--- src/rtl/xres_pkg.sv ---
package xres_pkg;
  localparam int unsigned ERR_N        = 5;
  localparam int unsigned ERR_EARLY    = 0;
  localparam int unsigned ERR_UNSTABLE = 1;
  localparam int unsigned ERR_WE_ORDER = 2;
  localparam int unsigned ERR_CMT_SEQ  = 3;
  localparam int unsigned ERR_DROPPED  = 4;
  localparam int unsigned RD_W         = 5;

  function automatic int unsigned we_width(input int unsigned rfw, input int unsigned xlen);
    return (rfw == 64 && xlen == 32) ? 2 : 1;
  endfunction
endpackage

--- src/rtl/xres_commit_track.sv ---
module xres_commit_track #(
  parameter int unsigned ID_WIDTH = 4
) (
  input  logic                clk,
  input  logic                rst_n,
  input  logic                commit_valid,
  input  logic [ID_WIDTH-1:0] commit_id,
  input  logic                commit_kill,
  input  logic                res_fire,
  input  logic [ID_WIDTH-1:0] res_id,
  output logic                granted,
  output logic                seq_err
);
  localparam int unsigned  N_IDS  = 1 << ID_WIDTH;
  localparam logic [ID_WIDTH-1:0] ID_ONE = ID_WIDTH'(1);

  logic [N_IDS-1:0]    grant_q, grant_d;
  logic [ID_WIDTH-1:0] last_q;
  logic                seen_q;
  logic                cmt_ok;

  assign cmt_ok  = commit_valid & ~commit_kill;
  assign granted = grant_q[res_id] | (cmt_ok & (commit_id == res_id));
  assign seq_err = commit_valid & seen_q & (commit_id != (last_q + ID_ONE));

  always_comb begin
    grant_d = grant_q;
    for (int i = 0; i < int'(N_IDS); i++) begin
      if (commit_valid && (commit_id == ID_WIDTH'(i)))
        grant_d[i] = ~commit_kill;
      if (res_fire && (res_id == ID_WIDTH'(i)))
        grant_d[i] = 1'b0;
    end
  end

  always_ff @(posedge clk or negedge rst_n) begin
    if (!rst_n) begin
      grant_q <= '0;
      last_q  <= '0;
      seen_q  <= 1'b0;
    end else begin
      grant_q <= grant_d;
      if (commit_valid) begin
        last_q <= commit_id;
        seen_q <= 1'b1;
      end
    end
  end
endmodule

--- src/rtl/xres_result_watch.sv ---
module xres_result_watch #(
  parameter int unsigned ID_WIDTH = 4,
  parameter int unsigned WE_W     = 2,
  parameter int unsigned DATA_W   = 64,
  parameter int unsigned RD_W     = 5
) (
  input  logic                clk,
  input  logic                rst_n,
  input  logic                result_valid,
  input  logic                result_ready,
  input  logic [ID_WIDTH-1:0] result_id,
  input  logic [WE_W-1:0]     result_we,
  input  logic [RD_W-1:0]     result_rd,
  input  logic [DATA_W-1:0]   result_data,
  output logic                opening,
  output logic                unstable_err,
  output logic                drop_err,
  output logic                we_err,
  output logic [ID_WIDTH-1:0] err_id
);
  logic                pend_q, pend_d;
  logic                cap_en;
  logic [ID_WIDTH-1:0] h_id_q;
  logic [WE_W-1:0]     h_we_q;
  logic [RD_W-1:0]     h_rd_q;
  logic [DATA_W-1:0]   h_data_q;
  logic                data_moved;

  assign opening    = result_valid & ~pend_q;
  assign cap_en     = opening;
  assign pend_d     = result_valid & ~result_ready;
  assign data_moved = (h_we_q != '0) && (h_data_q != result_data);
  assign unstable_err = pend_q & result_valid &
                        ((h_id_q != result_id) || (h_we_q != result_we) ||
                         (h_rd_q != result_rd) || data_moved);
  assign drop_err = pend_q & ~result_valid;
  assign err_id   = pend_q ? h_id_q : result_id;

  generate
    if (WE_W == 2) begin : g_pair
      assign we_err = result_valid & result_we[1] & ~result_we[0];
    end else begin : g_single
      assign we_err = 1'b0;
    end
  endgenerate

  always_ff @(posedge clk or negedge rst_n) begin
    if (!rst_n) begin
      pend_q   <= 1'b0;
      h_id_q   <= '0;
      h_we_q   <= '0;
      h_rd_q   <= '0;
      h_data_q <= '0;
    end else begin
      pend_q <= pend_d;
      if (cap_en) begin
        h_id_q   <= result_id;
        h_we_q   <= result_we;
        h_rd_q   <= result_rd;
        h_data_q <= result_data;
      end
    end
  end
endmodule

--- src/rtl/xres_err_log.sv ---
module xres_err_log #(
  parameter int unsigned ID_WIDTH = 4,
  parameter int unsigned ERR_N    = 5,
  parameter int unsigned CMT_BIT  = 3
) (
  input  logic                clk,
  input  logic                rst_n,
  input  logic [ERR_N-1:0]    err_pulse,
  input  logic [ID_WIDTH-1:0] res_id,
  input  logic [ID_WIDTH-1:0] cmt_id,
  output logic [ERR_N-1:0]    err_flags,
  output logic                first_valid,
  output logic [ID_WIDTH-1:0] first_id
);
  logic [ERR_N-1:0]    flags_d;
  logic                first_en;
  logic                res_hit;
  logic [ID_WIDTH-1:0] id_pick;
  logic [ERR_N-1:0]    res_mask;

  always_comb begin
    res_mask          = '1;
    res_mask[CMT_BIT] = 1'b0;
  end

  assign flags_d  = err_flags | err_pulse;
  assign res_hit  = |(err_pulse & res_mask);
  assign id_pick  = res_hit ? res_id : cmt_id;
  assign first_en = ~first_valid & (|err_pulse);

  always_ff @(posedge clk or negedge rst_n) begin
    if (!rst_n) begin
      err_flags   <= '0;
      first_valid <= 1'b0;
      first_id    <= '0;
    end else begin
      err_flags <= flags_d;
      if (first_en) begin
        first_valid <= 1'b1;
        first_id    <= id_pick;
      end
    end
  end
endmodule

--- src/rtl/xres_monitor.sv ---
module xres_monitor
  import xres_pkg::*;
#(
  parameter int unsigned ID_WIDTH  = 4,
  parameter int unsigned XLEN      = 32,
  parameter int unsigned RFW_WIDTH = 64,
  localparam int unsigned WE_W     = we_width(RFW_WIDTH, XLEN)
) (
  input  logic                 clk,
  input  logic                 rst_n,
  input  logic                 commit_valid,
  input  logic [ID_WIDTH-1:0]  commit_id,
  input  logic                 commit_kill,
  input  logic                 result_valid,
  input  logic                 result_ready,
  input  logic [ID_WIDTH-1:0]  result_id,
  input  logic [WE_W-1:0]      result_we,
  input  logic [RD_W-1:0]      result_rd,
  input  logic [RFW_WIDTH-1:0] result_data,
  output logic [ERR_N-1:0]     err_flags,
  output logic                 first_err_valid,
  output logic [ID_WIDTH-1:0]  first_err_id
);
  logic [1:0]          rst_sync_q;
  logic                rst_i;
  logic                granted, seq_err, opening;
  logic                unstable_err, drop_err, we_err;
  logic [ID_WIDTH-1:0] res_err_id;
  logic [ERR_N-1:0]    pulse;

  always_ff @(posedge clk or negedge rst_n) begin
    if (!rst_n) rst_sync_q <= 2'b00;
    else        rst_sync_q <= {rst_sync_q[0], 1'b1};
  end
  assign rst_i = rst_sync_q[1];

  xres_commit_track #(.ID_WIDTH(ID_WIDTH)) u_track (
    .clk(clk), .rst_n(rst_i),
    .commit_valid(commit_valid), .commit_id(commit_id), .commit_kill(commit_kill),
    .res_fire(result_valid & result_ready), .res_id(result_id),
    .granted(granted), .seq_err(seq_err)
  );

  xres_result_watch #(.ID_WIDTH(ID_WIDTH), .WE_W(WE_W), .DATA_W(RFW_WIDTH), .RD_W(RD_W)) u_watch (
    .clk(clk), .rst_n(rst_i),
    .result_valid(result_valid), .result_ready(result_ready),
    .result_id(result_id), .result_we(result_we), .result_rd(result_rd),
    .result_data(result_data),
    .opening(opening), .unstable_err(unstable_err), .drop_err(drop_err),
    .we_err(we_err), .err_id(res_err_id)
  );

  always_comb begin
    pulse               = '0;
    pulse[ERR_EARLY]    = opening & ~granted;
    pulse[ERR_UNSTABLE] = unstable_err;
    pulse[ERR_WE_ORDER] = we_err;
    pulse[ERR_CMT_SEQ]  = seq_err;
    pulse[ERR_DROPPED]  = drop_err;
  end

  xres_err_log #(.ID_WIDTH(ID_WIDTH), .ERR_N(ERR_N), .CMT_BIT(ERR_CMT_SEQ)) u_log (
    .clk(clk), .rst_n(rst_i),
    .err_pulse(pulse), .res_id(res_err_id), .cmt_id(commit_id),
    .err_flags(err_flags), .first_valid(first_err_valid), .first_id(first_err_id)
  );
endmodule

--- config.mk ---
export PLATFORM = sky130hd
export DESIGN_NAME = xres_monitor
export DESIGN_NICKNAME = d
export VERILOG_FILES = /design/src/rtl/xres_pkg.sv /design/src/rtl/xres_commit_track.sv /design/src/rtl/xres_result_watch.sv /design/src/rtl/xres_err_log.sv /design/src/rtl/xres_monitor.sv
export SDC_FILE = /design/constraint.sdc
export NUM_CORES = 1
export LEC_CHECK = 0
export BUFFER_PORTS_ARGS = -buffer_cell sky130_fd_sc_hd__buf_2
export CAP_MARGIN = 20
export CORE_MARGIN = 4
export CORE_UTILIZATION = 60
export DETAILED_ROUTE_END_ITERATION = 10
export MAX_ROUTING_LAYER = met4
export PLACE_DENSITY_LB_ADDON = 0.3
export SETUP_SLACK_MARGIN = 0.3
export SLEW_MARGIN = 20
export SYNTH_ARGS = -nofsm -noshare
export SYNTH_HDL_FRONTEND = slang
export SYNTH_SLANG_ARGS = --single-unit
export TNS_END_PERCENT = 20
--- constraint.sdc ---
create_clock -name clk -period 10.1 [get_ports clk]
set_input_delay 0.505 -clock clk [delete_from_list [all_inputs] [get_ports clk]]
set_output_delay 0.505 -clock clk [all_outputs]
set_load 0.02 [all_outputs]
==> impl_metrics.ini <==
[run_status]
status = finished, final reports clean

[hold_path]
hold_path_class = in -> reg

[place]
place_ws_ns = 7.229
port_buffers = 94
gp_congestion = 0.8429
post-dp-hpwl_mm = 7.816
post-place-cells = 624

[sta]
worst_slew_pin_slew_ns = 1.010
skew_ns = 0.007995
fin_crit_sh = 0.2637
drv_slew = 0
fmax_mhz = 375.4
relSlewSlack = 0.3264
postLayoutSetupSlackWorst_ns = 7.436
setup_violations = 0
fin_crit_ns = 2.664
fin_setup_tns_ns = 0
rsz0062_at_grt = no
hold_violations = 0
finalHoldWorstSlack_ns = 0.3455

[worst_setup_path]
r2r_slack_ns = 7.44
cp_max_fo = 13
startpoint_type = flip-flop
crit_path_end_kind = flip-flop
path_class = reg -> reg
crit_required_ns = 10.34
arrival_ns = 2.90

[yosys]
synth.avg_cell_area_um2 = 12.18
synthesis.yosys.warnings = 0
synthesis.area_um2 = 5395
synth_edf_count = 0
synthCells = 443
synthDistinctLibCells = 40
syn_nets = 529
synth_area_leaders = dfrtp_1, mux2_2, xor2_1
ys_seq_area_frac = 0.5056
yosysTopAreaCellShare = 0.5056
synth-async-reset-ratio = 1.000
synth_flop_cell = dfrtp_1
ys_ff_latch = 109
yosysTopAreaCell = dfrtp_1

[detailed_routing]
vias_per_cell = 5.727
vias = 3671
routed_wirelength_mm = 10.63
drt-initial-drc-count = 142
dr.pass1.iters = 4
drc = 0
wl_per_cell_um = 16.59
ant_nets = 0

[power_and_ir_drop]
peakVddDrop_uv = 97.34
p_per_area_nw_per_um2 = 162.5
total_leakage_power_nw = 2.644

[floorplanning]
die_h_um = 102.8
die_area_um2 = 10570
dieWidth_um = 102.8
design.core.area_um2 = 8721
start_util = 0.6187
io_pins = 95
rows = 34

[global_routing]
grt_pass1_wl_mm = 17.63
grt_use_total = 0.2206
antenna_found_initial = 1
gr-total-overflow = 0
grt_max_degree = 78
first_global_vias = 3761

[clocking]
cts_max_level = 3
cts_made_buffers = 9
cts_resized = 0
clkSlewWorstSetupHoldPaths_ns = 0.10
clk-insertion-delay-late_ns = 0.36
cts_tree = built
postCtsSetupBuffers = 0
cts_sinks = 109
clock-root-buffer = clkbuf_8
cts_max_path_buffers = 2

[finish]
final_cells = 641
fin_nets = 614
area_growth_pct = 13.89
final_cell_mix = dfrtp_1, buf_2, mux2_2
layout-drive-gt1-share = 0.3759
final_common_cell = dfrtp_1
fillCellCount = 629

[flow_run]
maxCapViolations = 0
## critical path: stages (launching register included)
cell and delay, ns:
dfrtp_1 0.40, xor2_1 0.14, nor4_1 0.35, nand4_1 0.22
nor4_2 0.47, o211ai_1 0.16, a211o_1 0.45, or3_1 0.35
## Yosys cell counts (5+ instances only)
| master | n |
|---|---|
| xnor2_1 | 18 |
| nand4_1 | 6 |
| xor2_1 | 67 |
| nor2_1 | 38 |
| nor3_1 | 11 |
| dfrtp_1 | 109 |
| mux2_2 | 78 |
| nor4_1 | 16 |
| nand2_1 | 10 |
| nand3_1 | 5 |
| a221oi_1 | 16 |
| clkbuf_1 | 17 |
## metrics by stage
step           power, mW  utilization  instance area (um^2)
4_1_cts            1.007       0.7043                  6142
3_3_place_gp      0.7147       0.6789                  5921
5_1_grt            1.055       0.7046                  6145
6_report          0.9986       0.7046                  6145
3_5_place_dp      0.7258       0.6789                  5921
2_1_floorplan     0.6717            -                  5395
## logic make-up (layout without fill, tap and decap cells)
family,count (synthesis),after routing,synth area share
AO/OA/AOI/OAI,33,33,0.04940
XOR/XNOR,85,85,0.1380
adder cells (fa/ha/maj),1,1,0.002319
buffers and inverters,25,114,0.02041
flip-flops,109,109,0.5056
multiplexers,86,86,0.1869
other,1,2,0.0006951
AND/OR/NAND/NOR,103,103,0.09671
## registers in the layout, indices dropped and copies added, names as in the netlist
register           flops
rst_sync_q             2
u_log.err_flags        5
u_log.first_id         4
u_log.first_valid      1
u_track.grant_q       16
u_track.last_q         4
u_track.seen_q         1
u_watch.h_data_q      64
u_watch.h_id_q         4
u_watch.h_rd_q         5
u_watch.h_we_q         2
u_watch.pend_q         1
## timing repair
item / CTS / global route
hold endpoints to repair: 2 / 0
endpoints found under the setup margin: 0 / 0
hold buffers: 1 / 0
## where the power goes
group	total, mW	leakage, nW	switching, mW	internal, mW
logic	0.181	1.28	0.0803	0.101
registers	0.535	1.27	0.0412	0.494
clock network	0.282	0.0990	0.143	0.139
## routing by layer
metal,share of wire,up-vias,global-route usage
li1,-,1746,-
met1,0.43,1815,0.2818
met2,0.50,98,0.3560
met3,0.064,12,0.05277
met4,0.013,0,0.05976
met5,0,-,-
## final timing paths
path	startpoint	to	depth (start not counted)
setup / recovery	u_watch.h_data_q[57]	u_log.first_valid	7
hold / removal	result_ready	u_watch.pend_q	2
setup reg to reg	u_watch.h_data_q[57]	u_log.first_valid	7
hold reg to reg	rst_sync_q[0]	rst_sync_q[1]	0
max in group asynchronous	rst_sync_q[1]	u_watch.h_data_q[60]	1
min in group asynchronous	rst_sync_q[1]	u_watch.h_data_q[50]	0
## final cells by class
cell class | instances | area, um^2 | area share
sequential | 109 | 2731 | 0.4445
multi-input combinational | 309 | 2565 | 0.4174
timing repair buffer | 96 | 488.0 | 0.07941
tap | 108 | 135.1 | 0.02199
clock buffer | 10 | 127.6 | 0.02077
clock inverter | 5 | 83.83 | 0.01364
inverter | 3 | 11.26 | 0.001833
antenna | 1 | 2.502 | 0.0004072
Note: power is estimated with default switching activity, not from simulation.
